===== config.mk =====
export PLATFORM = sky130hd
export DESIGN_NAME = iq_deinterleaver
export DESIGN_NICKNAME = d
export VERILOG_FILES = /design/src/rtl/iq_deint_pkg.sv /design/src/rtl/iq_slp_monitor.sv /design/src/rtl/iq_pair_fsm.sv /design/src/rtl/iq_deinterleaver.sv
export SDC_FILE = /design/constraint.sdc
export NUM_CORES = 1
export LEC_CHECK = 0
export ABC_AREA = 0
export BUFFER_PORTS_ARGS = -buffer_cell sky130_fd_sc_hd__buf_2
export CAP_MARGIN = 20
export CORE_MARGIN = 1
export CORE_UTILIZATION = 51
export CTS_CLUSTER_DIAMETER = 120
export DETAILED_ROUTE_END_ITERATION = 10
export HOLD_SLACK_MARGIN = 0.08
export PLACE_DENSITY = 0.75
export SLEW_MARGIN = 10
export SYNTH_ARGS = -nofsm -noshare
export SYNTH_HDL_FRONTEND = slang
export SYNTH_SLANG_ARGS = --single-unit

===== constraint.sdc =====
create_clock -name clk -period 1.3 [get_ports clk]
set_input_delay 0.26 -clock clk [delete_from_list [all_inputs] [get_ports clk]]
set_output_delay 0.26 -clock clk [all_outputs]
set_load 0.03 [all_outputs]

===== src/rtl/iq_deint_pkg.sv =====
package iq_deint_pkg;

  typedef enum logic [0:0] {
    PAIR_EMPTY = 1'b0,
    PAIR_HAVE_I = 1'b1
  } pair_state_e;

  // Next value of a hold counter that saturates at a limit.
  function automatic int unsigned hold_step(input int unsigned cur,
                                            input int unsigned lim,
                                            input logic pin);
    if (!pin) return 0;
    if (cur >= lim) return lim;
    return cur + 1;
  endfunction

  // True when the current accepted word completes a pair.
  function automatic logic completes_pair(input pair_state_e st,
                                          input logic take,
                                          input logic is_i);
    return take && !is_i && (st == PAIR_HAVE_I);
  endfunction

endpackage


===== src/rtl/iq_slp_monitor.sv =====
module iq_slp_monitor #(
  parameter int unsigned SLEEP_CYC = 4
) (
  input  logic clk,
  input  logic rst_n,
  input  logic pin,
  output logic clr_o,
  output logic sleep_o
);
  import iq_deint_pkg::*;

  localparam int unsigned CNT_W = $clog2(SLEEP_CYC + 1);

  logic [CNT_W-1:0] hold_cnt;
  logic [CNT_W-1:0] hold_nxt;
  logic             reach_lim;

  always_comb begin
    hold_nxt  = CNT_W'(hold_step(int'(hold_cnt), SLEEP_CYC, pin));
    reach_lim = pin && (int'(hold_nxt) >= int'(SLEEP_CYC));
  end

  always_ff @(posedge clk or negedge rst_n) begin
    if (!rst_n) begin
      hold_cnt <= '0;
      sleep_o  <= 1'b0;
    end else begin
      hold_cnt <= hold_nxt;
      sleep_o  <= reach_lim;
    end
  end

  // Pairing is held clear for as long as the pin is high.
  assign clr_o = pin;

endmodule


===== src/rtl/iq_pair_fsm.sv =====
module iq_pair_fsm #(
  parameter int unsigned DATA_W = 10
) (
  input  logic              clk,
  input  logic              rst_n,
  input  logic              clr,
  input  logic              wr,
  input  logic              is_i,
  input  logic [DATA_W-1:0] word,
  output logic [DATA_W-1:0] i_o,
  output logic [DATA_W-1:0] q_o,
  output logic              vld_o
);
  import iq_deint_pkg::*;

  pair_state_e      state;
  pair_state_e      state_nxt;
  logic [DATA_W-1:0] i_hold;
  logic             take;
  logic             done;

  always_comb begin
    take      = wr && !clr;
    done      = completes_pair(state, take, is_i);
    state_nxt = state;
    if (clr) begin
      state_nxt = PAIR_EMPTY;
    end else if (take) begin
      state_nxt = is_i ? PAIR_HAVE_I : PAIR_EMPTY;
    end
  end

  always_ff @(posedge clk or negedge rst_n) begin
    if (!rst_n) begin
      state  <= PAIR_EMPTY;
      i_hold <= '0;
      i_o    <= '0;
      q_o    <= '0;
      vld_o  <= 1'b0;
    end else begin
      state <= state_nxt;
      vld_o <= done;
      if (take && is_i) i_hold <= word;
      if (done) begin
        i_o <= i_hold;
        q_o <= word;
      end
    end
  end

endmodule


===== src/rtl/iq_deinterleaver.sv =====
module iq_deinterleaver #(
  parameter int unsigned DATA_W    = 10,
  parameter int unsigned SLEEP_CYC = 4
) (
  input  logic              clk,
  input  logic              rst_n,
  input  logic              wr_strobe,
  input  logic              word_is_i,
  input  logic [DATA_W-1:0] bus_word,
  input  logic              rst_slp,
  output logic [DATA_W-1:0] i_data,
  output logic [DATA_W-1:0] q_data,
  output logic              pair_vld,
  output logic              sleep
);

  logic pair_clr;

  iq_slp_monitor #(.SLEEP_CYC(SLEEP_CYC)) u_slp (
    .clk    (clk),
    .rst_n  (rst_n),
    .pin    (rst_slp),
    .clr_o  (pair_clr),
    .sleep_o(sleep)
  );

  iq_pair_fsm #(.DATA_W(DATA_W)) u_pair (
    .clk  (clk),
    .rst_n(rst_n),
    .clr  (pair_clr),
    .wr   (wr_strobe),
    .is_i (word_is_i),
    .word (bus_word),
    .i_o  (i_data),
    .q_o  (q_data),
    .vld_o(pair_vld)
  );

endmodule


==> results_dict.tcl, run 1 <==
set metrics [dict create \
    status "finished clean" \
    cts.path.max_buffers 2 \
    grt_setup_unrepaired "no" \
    path_buf_inv 1 \
    max_freq_mhz 814 \
    routed_wirelength_um 2230 \
    final_layout_size_suffix_gt1_frac 0.641 \
    drc 0 \
    post_cts_hold_buffer_count 1 \
    worstPathArrival_ns 1.45 \
    tritoncts "yes" \
    worst_setup_slack_after_layout_ns 0.0717 \
    min-delay-path-class "in -> reg" \
    initial_core_utilization 0.555 \
    maximum_number_of_pins_on_one_net_before_global_route_repair 19 \
    viasPerCell 5.02 \
    die_width_um 54.9 \
    drt_first_iter_violations 6 \
    top_level_ports 37 \
    netlist_area_um2 1430 \
    clk_pin_slew_worst_paths_ns 0.09 \
    vias_after_detailed_routing 793 \
    path_class "reg -> reg" \
    post_cts_resized 0 \
    die_boundary_height_um 54.9 \
    cell_at_the_root_of_the_clock_tree "sky130_fd_sc_hd__clkbuf_4" \
    cap_violations 0 \
    mostFrequentLayoutCell "sky130_fd_sc_hd__buf_2" \
    ys_ff_latch 35 \
    yosys.cell_types.count 14 \
    synth-warning-count 0 \
    slew_viol_final 0 \
    place_worst_setup_slack_ns -0.0410 \
    grt_pass1_wl_um 3340 \
    irDropWorstVdd_uv 1090 \
    die-area_um2 3010 \
    postRouteAntennaNets 0 \
    critical_path.endpoint_type "flop" \
    cp_data_required_time_ns 1.52 \
    wl_per_cell_um 14.1 \
    hold_viol 0 \
    startpoint_type "flop" \
    path_max_fanout 10 \
    placeableCoreArea_um2 2570 \
    antenna_violations_before_repair 0 \
    placementRows 18 \
    first_global_vias 719 \
    area.growth.synth_to_final_pct 24.0 \
    syn-instance-count 79 \
    postLayoutCellArea_um2 1770 \
    placed_cell_area_um2 1690 \
    cts.sinks 35 \
    first_pass_iters 4 \
    number_of_nets_at_the_end_of_the_flow 144 \
    num_antenna_cells 0 \
    final_min_period_ns 1.23 \
    fin_skew_ns 0.00324 \
    worstPathCellList "and4bb_4 > buf_12 > mux2_4" \
    place.detailed.hpwl_um 1660 \
    cts.htree.levels 2 \
    port-buffer-count 36 \
    n_fill_cell 190 \
    globalplace.congestion 0.633 \
    number_of_nets_in_the_synthesized_netlist 96 \
    worstSkewPairLatency_ns 0.32 \
    stdcell_count 158 \
    largest_stage_delay_worst_path_ns 0.36 \
    seq_total_area_yosys 0.615 \
    syn-mean-instance-area_um2 18.0 \
    final_cell_mix "sky130_fd_sc_hd__buf_2, sky130_fd_sc_hd__dfrtp_1, sky130_fd_sc_hd__mux2_4, sky130_fd_sc_hd__mux2_2, sky130_fd_sc_hd__clkbuf_4" \
    final_design_utilization 0.688 \
    share_of_the_clock_period_used_by_the_worst_path_after_layout 0.945 \
    cts_made_buffers 5 \
    gr-total-overflow 0 \
    tightest_slew_ns 0.419 \
    critPathSlowestCell "sky130_fd_sc_hd__dfrtp_1" \
    ff2ff_setup_slack_ns 0.07 \
    timing.critical_path.max_delay_family "flip-flops" \
    dp.cells 149 \
    cellPowerDensity_nw_per_um2 1720 \
    total_leakage_power_uw 0.000902 \
    globalRouteTotalUtil 0.171 \
    max-slew-margin-rel 0.721 \
    cts_setup_buffers 0 \
    finalSetupViolCount 0 \
]
==> cells in the mapped netlist <==
master	number	share of area
sky130_fd_sc_hd__dfrtp_1	35	0.61
sky130_fd_sc_hd__mux2_4	19	0.20
sky130_fd_sc_hd__mux2_2	11	0.087
sky130_fd_sc_hd__buf_12	2	0.028
sky130_fd_sc_hd__ha_1	2	0.018
sky130_fd_sc_hd__inv_1	2	0.0053
sky130_fd_sc_hd__and3b_2	1	0.0070
sky130_fd_sc_hd__and4bb_4	1	0.011
sky130_fd_sc_hd__buf_2	1	0.0035
sky130_fd_sc_hd__mux2i_1	1	0.0070
sky130_fd_sc_hd__nand3b_1	1	0.0053
sky130_fd_sc_hd__nor2_1	1	0.0026
sky130_fd_sc_hd__nor3b_1	1	0.0053
sky130_fd_sc_hd__o21a_1	1	0.0053
==> flip-flops by register name (all words and copies together), names as in the netlist <==
name            count
u_pair.i_hold      10
u_pair.i_o         10
u_pair.q_o         10
u_slp.hold_cnt      3
u_pair.state        1
u_pair.vld_o        1
==> power breakdown <==
| group | leakage [uW] | internal, uW | total [uW] | switching [uW] |
|---|---|---|---|---|
| clock network | 0.0000386 | 318 | 644 | 326 |
| logic | 0.000425 | 415 | 931 | 516 |
| registers | 0.000438 | 1330 | 1460 | 132 |
==> area by class of cell <==
class / instances / area, um^2 / area share
clock buffer: 8 / 68.8 / 0.0390
inverter: 2 / 7.51 / 0.00425
multi-input combinational: 39 / 497 / 0.281
sequential: 35 / 876 / 0.496
tap: 30 / 37.5 / 0.0212
timing repair buffer: 44 / 280 / 0.159
==> final timing paths <==
check,start,to,depth (start not counted)
min,bus_word[2],u_pair.q_o[2]$_DFFE_PN0P_,2
max reg2reg,u_pair.state$_DFFE_PN0P_,u_pair.q_o[8]$_DFFE_PN0P_,3
min reg2reg,u_slp.hold_cnt[2]$_DFF_PN0_,u_slp.hold_cnt[0]$_DFF_PN0_,1
max,u_pair.state$_DFFE_PN0P_,u_pair.q_o[8]$_DFFE_PN0P_,3
max in group asynchronous,rst_n,u_pair.state$_DFFE_PN0P_,3
min in group asynchronous,rst_n,u_pair.i_o[8]$_DFFE_PN0P_,2
==> logic make-up (layout without fill, tap and decap cells) <==
family,Yosys count,after routing,share of synthesized area
DFF,35,35,0.615
muxes,31,31,0.294
and+or+nand+nor,5,5,0.0316
buffers and inverters,5,54,0.0369
adders and majority gates,2,2,0.0176
AOI/OAI and AO/OA,1,1,0.00527
==> stage by stage <==
stage	hold WS [ns]	total power (uW)	setup TNS, ns
CTS	0.157	3070	0
global route	0.156	3190	0
floorplan	-0.0356	2120	0
finish	0.174	3030	0
detailed placement	0.213	2420	-0.638
global placement	0.210	2390	-0.441
==> per-layer routing <==
| metal | vias to the layer above | GRT usage | wire [um] |
|---|---|---|---|
| met5 | - | 0 | 0 |
| met4 | 0 | 0.0897 | 39 |
| met3 | 6 | 0.0778 | 142 |
| met2 | 29 | 0.241 | 1010 |
| met1 | 388 | 0.218 | 1040 |
| li1 | 370 | - | - |
Power figures use the tool's default switching activity.
==> run 2: changes to the inputs <==
--- a/config.mk
+++ b/config.mk
@@ -6,6 +6,7 @@
 export NUM_CORES = 1
 export LEC_CHECK = 0
 export ABC_AREA = 0
+export ABC_CLOCK_PERIOD_IN_PS = 1200
 export BUFFER_PORTS_ARGS = -buffer_cell sky130_fd_sc_hd__buf_2
 export CAP_MARGIN = 20
 export CORE_MARGIN = 1
==> constraint.sdc (replaced) <==
create_clock -name clk -period 1.2 [get_ports clk]
set_input_delay 0.24 -clock clk [delete_from_list [all_inputs] [get_ports clk]]
set_output_delay 0.24 -clock clk [all_outputs]
set_load 0.03 [all_outputs]
==> results_dict.tcl, run 2 (synthesis results as in run 1) <==
set metrics [dict create \
    status "finished, violations left" \
    violations_in_the_final_reports "negative setup slack" \
    initial_core_utilization 0.555 \
    p_switching_uw 1050 \
    postRouteAntennaNets 0 \
    number_of_nets_at_the_end_of_the_flow 145 \
    finalSetupViolCount 19 \
    postLayoutCellArea_um2 1750 \
    antenna_violations_before_repair 0 \
    max_freq_mhz 812 \
    fin_worst_hold_slack_ns 0.157 \
    tritoncts "yes" \
    maximum_number_of_pins_on_one_net_before_global_route_repair 36 \
    die_width_um 54.9 \
    num_antenna_cells 0 \
    placed_cell_area_um2 1680 \
    final_cell_mix "sky130_fd_sc_hd__buf_2, sky130_fd_sc_hd__dfrtp_1, sky130_fd_sc_hd__mux2_4, sky130_fd_sc_hd__mux2_2, sky130_fd_sc_hd__buf_4" \
    cap_violations 0 \
    cts.htree.levels 2 \
    hold_viol 0 \
    grt_pass1_wl_um 3280 \
    placeableCoreArea_um2 2570 \
    routed_wirelength_um 2180 \
    clk_pin_slew_worst_paths_ns 0.10 \
    irDropWorstVdd_uv 1420 \
    clockPowerShare 0.195 \
    dp.cells 150 \
    vias_after_detailed_routing 779 \
    swShare 0.328 \
    n_fill_cell 202 \
    final_layout_size_suffix_gt1_frac 0.648 \
    final_min_period_ns 1.23 \
    viasPerCell 4.93 \
    cts_made_buffers 5 \
    biggestRegsByFlops "u_pair.i_hold (10), u_pair.i_o (10), u_pair.q_o (10)" \
    cellPowerDensity_nw_per_um2 1830 \
    cell_at_the_root_of_the_clock_tree "sky130_fd_sc_hd__clkbuf_4" \
    path_max_fanout 9 \
    min-delay-path-class "in -> reg" \
    combPwrFrac 0.313 \
    intPower_uw 2160 \
    first_global_vias 729 \
    worst_setup_slack_after_layout_ns -0.0321 \
    drt_first_iter_violations 2 \
    path_class "reg -> reg" \
    final_design_utilization 0.682 \
    globalplace.congestion 0.606 \
    top_level_ports 37 \
    port-buffer-count 36 \
    die-area_um2 3010 \
    first_pass_iters 3 \
    total_leakage_power_uw 0.000898 \
    wl_per_cell_um 13.8 \
    drc 0 \
    ff2ff_setup_slack_ns -0.03 \
    sequentialPowerShare 0.492 \
    area.growth.synth_to_final_pct 22.9 \
    placementRows 18 \
    max-slew-margin-rel 0.719 \
    cts_setup_buffers 0 \
    startpoint_type "flop" \
    worstPathArrival_ns 1.44 \
    tightest_slew_ns 0.422 \
    grt_setup_unrepaired "yes" \
    cp_data_required_time_ns 1.40 \
    stdcell_count 158 \
    share_of_the_clock_period_used_by_the_worst_path_after_layout 1.03 \
    fin_skew_ns 0.0111 \
    die_boundary_height_um 54.9 \
    critical_path.endpoint_type "flop" \
    gr-total-overflow 0 \
    slew_viol_final 0 \
    worstSkewPairLatency_ns 0.32 \
    cts.sinks 35 \
    globalRouteTotalUtil 0.167 \
    cts.path.max_buffers 2 \
]
-- run 2: critical path, stage by stage (launching register included) --
cell and delay, ns:
sky130_fd_sc_hd__dfrtp_1 0.36, sky130_fd_sc_hd__and4bb_4 0.30, sky130_fd_sc_hd__buf_12 0.15, sky130_fd_sc_hd__mux2_4 0.30
-- run 2: layout make-up --
class                   instances  area [um^2]  share of cell area
flip-flops and latches         35          876               0.500
multi-input cells              39          497               0.284
repair buffers                 45          278               0.159
clock buffers                   6         51.3              0.0293
well taps                      30         37.5              0.0214
inverters                       2         7.51             0.00429
clock inverters                 1         5.00             0.00286
-- run 2: stage by stage --
stage	TNS, ns	power [uW]	setup WS (ns)
2_1_floorplan	0	2300	0.0389
3_3_place_gp	-2.09	2580	-0.106
3_5_place_dp	-2.42	2610	-0.113
4_1_cts	-0.603	3250	-0.0412
5_1_grt	-1.14	3390	-0.0715
6_report	-0.414	3210	-0.0321
-- run 2: repair_timing --
item                                    in CTS  in global routing
hold endpoints to repair                    35                  0
hold buffers                                 1                  0
endpoints found under the setup margin      19                 20
resized for setup                            0                  2
-- run 2: power groups by stage --
stage / Sequential (uW) / Clock [uW] / Combinational, uW
2_1_floorplan: 1950 / 0 / 345
3_3_place_gp: 1590 / 0 / 995
3_5_place_dp: 1600 / 0 / 1010
4_1_cts: 1580 / 647 / 1020
5_1_grt: 1620 / 701 / 1080
6_report: 1580 / 627 / 1010
-- run 2: path summary, 6_finish.rpt --
check,from,end,cells past startpoint
worst min-delay path,bus_word[7],u_pair.q_o[7]$_DFFE_PN0P_,2
worst max register to register,u_pair.state$_DFFE_PN0P_,u_pair.i_o[2]$_DFFE_PN0P_,3
min in group asynchronous,rst_n,u_pair.q_o[6]$_DFFE_PN0P_,3
max in group asynchronous,rst_n,u_pair.i_o[3]$_DFFE_PN0P_,3
worst min register to register,u_slp.hold_cnt[0]$_DFF_PN0_,u_slp.hold_cnt[0]$_DFF_PN0_,1
worst max-delay path,u_pair.state$_DFFE_PN0P_,u_pair.i_o[2]$_DFFE_PN0P_,3
-- run 2: layer usage --
layer  global-route usage  share of wire  up-vias
met2                0.249           0.47       29
met5                    0              0        -
li1                     -              -      373
met3               0.0611          0.062        5
met4                0.103          0.016        0
met1                0.204           0.45      372
==> run 3: changes to the inputs <==
--- a/config.mk
+++ b/config.mk
@@ -9,13 +9,16 @@
 export ABC_CLOCK_PERIOD_IN_PS = 1200
 export BUFFER_PORTS_ARGS = -buffer_cell sky130_fd_sc_hd__buf_2
 export CAP_MARGIN = 20
+export CORE_ASPECT_RATIO = 2
 export CORE_MARGIN = 1
 export CORE_UTILIZATION = 51
 export CTS_CLUSTER_DIAMETER = 120
 export DETAILED_ROUTE_END_ITERATION = 10
 export HOLD_SLACK_MARGIN = 0.08
+export MAX_ROUTING_LAYER = met4
 export PLACE_DENSITY = 0.75
 export SLEW_MARGIN = 10
 export SYNTH_ARGS = -nofsm -noshare
 export SYNTH_HDL_FRONTEND = slang
 export SYNTH_SLANG_ARGS = --single-unit
+export TNS_END_PERCENT = 5
==> results_dict.tcl, run 3 (synthesis results as in run 1) <==
set metrics [dict create \
    cell_at_the_root_of_the_clock_tree "sky130_fd_sc_hd__clkbuf_8" \
    top_level_ports 37 \
    die-area_um2 3020 \
    worst_setup_slack_after_layout_ns -0.0498 \
    cts_setup_buffers 0 \
    final_min_period_ns 1.25 \
    hold_viol 0 \
    cp_data_required_time_ns 1.37 \
    globalplace.congestion 0.696 \
    place.detailed.hpwl_um 1710 \
    post_cts_resized 0 \
    tightest_slew_ns 0.418 \
    path_class "reg -> reg" \
    total_power_uw 3680 \
    maximum_number_of_pins_on_one_net_before_global_route_repair 36 \
    port-buffer-count 36 \
    cts.path.max_buffers 2 \
    worstRegToRegCells 3 \
    status "finished, violations left" \
    gr-total-overflow 0 \
    combPwrFrac 0.274 \
    max-slew-margin-rel 0.721 \
    ff2ff_setup_slack_ns -0.05 \
    cts_made_buffers 5 \
    fin_worst_hold_slack_ns 0.188 \
    antenna_violations_before_repair 0 \
    routed_wirelength_um 2420 \
    worstSkewPairLatency_ns 0.29 \
    clockPowerShare 0.297 \
    finalSetupViolCount 17 \
    slew_viol_final 0 \
    number_of_nets_at_the_end_of_the_flow 143 \
    num_antenna_cells 0 \
    placed_cell_area_um2 1650 \
    mostFrequentLayoutCell "sky130_fd_sc_hd__buf_2" \
    clk_pin_slew_worst_paths_ns 0.07 \
    grt_setup_unrepaired "yes" \
    final_cell_mix "sky130_fd_sc_hd__buf_2, sky130_fd_sc_hd__dfrtp_1, sky130_fd_sc_hd__mux2_4, sky130_fd_sc_hd__mux2_2, sky130_fd_sc_hd__clkbuf_8" \
    final_layout_size_suffix_gt1_frac 0.646 \
    vias_after_detailed_routing 789 \
    postRouteAntennaNets 0 \
    placementRows 26 \
    biggestRegsByFlops "u_pair.i_hold (10), u_pair.i_o (10), u_pair.q_o (10)" \
    globalRouteTotalUtil 0.210 \
    startpoint_type "flop" \
    placeableCoreArea_um2 2600 \
    fin_skew_ns 0.0103 \
    postLayoutCellArea_um2 1780 \
    swShare 0.306 \
    n_fill_cell 191 \
    cts.htree.levels 2 \
    max_freq_mhz 800 \
    cap_violations 0 \
    initial_core_utilization 0.548 \
    share_of_the_clock_period_used_by_the_worst_path_after_layout 1.04 \
    die_width_um 39.4 \
    viasPerCell 5.09 \
    violations_in_the_final_reports "negative setup slack" \
    sequentialPowerShare 0.430 \
    register_area_um2 876 \
    min-delay-path-class "in -> reg" \
    area.growth.synth_to_final_pct 24.9 \
    multi_input_comb_area_um2 497 \
    min_path_cells 2 \
    first_global_vias 913 \
    path_max_fanout 17 \
    min-delay-start "bus_word[9]" \
    critical_path.endpoint_type "flop" \
    grt_pass1_wl_um 4150 \
    tritoncts "yes" \
    worst_r2r_startpoint "u_pair.state$_DFFE_PN0P_" \
    timing.rr.end "u_pair.q_o[4]$_DFFE_PN0P_" \
    cellPowerDensity_nw_per_um2 2070 \
    worstPathArrival_ns 1.42 \
    drc 0 \
    wl_per_cell_um 15.6 \
    cts.sinks 35 \
    first_pass_iters 3 \
    irDropWorstVdd_uv 1480 \
    hold_end "u_pair.q_o[9]$_DFFE_PN0P_" \
    intPower_uw 2550 \
    p_switching_uw 1120 \
    drt_first_iter_violations 12 \
    die_boundary_height_um 76.8 \
    total_leakage_power_uw 0.000912 \
]
## run 3: how the worst max path moves through the flow
stage / slack [ns] / end / start
after floorplan: 0.04 / u_pair.i_o[4]$_DFFE_PN0P_ / word_is_i
after global placement: -0.11 / u_pair.q_o[4]$_DFFE_PN0P_ / word_is_i
after detailed placement: -0.13 / u_pair.q_o[0]$_DFFE_PN0P_ / word_is_i
after CTS: -0.06 / u_pair.q_o[4]$_DFFE_PN0P_ / u_pair.state$_DFFE_PN0P_
after global routing: -0.08 / u_pair.i_o[2]$_DFFE_PN0P_ / u_pair.state$_DFFE_PN0P_
final: -0.05 / u_pair.q_o[4]$_DFFE_PN0P_ / u_pair.state$_DFFE_PN0P_
## run 3: area by class of cell
type	instances	area share
flip-flops and latches	35	0.492
clock inverters	2	0.0197
multi-input cells	39	0.279
well taps	28	0.0197
clock buffers	6	0.0464
inverters	2	0.00422
repair buffers	43	0.139
## run 3: worst max-delay path, cell delays in order (launching register included)
cell and delay, ns:
sky130_fd_sc_hd__dfrtp_1 0.36, sky130_fd_sc_hd__and4bb_4 0.26, sky130_fd_sc_hd__buf_12 0.18, sky130_fd_sc_hd__mux2_4 0.31
## run 3: routing by layer
metal  GRT usage  routed length, um  vias up
li1            -                  -      365
met1       0.220                865      393
met2       0.323               1350       25
met3      0.0867                139        6
met4       0.103                 62        0
met5           -                  0        -
## run 3: stage by stage
| step | std cells | util | setup WS, ns | TNS, ns |
|---|---|---|---|---|
| 2_1_floorplan | 79 | - | 0.0389 | 0 |
| 3_3_place_gp | 146 | 0.635 | -0.114 | -2.35 |
| 3_5_place_dp | 146 | 0.635 | -0.130 | -2.64 |
| 4_1_cts | 155 | 0.684 | -0.0624 | -0.820 |
| 5_1_grt | 155 | 0.684 | -0.0796 | -1.25 |
| 6_report | 155 | 0.684 | -0.0498 | -0.634 |
## run 3: repair_timing
item	CTS	global route
endpoints found under the hold margin	35	0
setup endpoints to repair	17	20
hold buffers	1	0
## run 3: power by group through the flow
| stage | Clock (uW) | Combinational [uW] | Sequential, uW |
|---|---|---|---|
| after CTS | 1120 | 1020 | 1590 |
| final | 1090 | 1010 | 1580 |
| after detailed placement | 0 | 1020 | 1600 |
| after floorplan | 0 | 345 | 1950 |
| after global placement | 0 | 991 | 1580 |
| after global routing | 1180 | 1070 | 1610 |
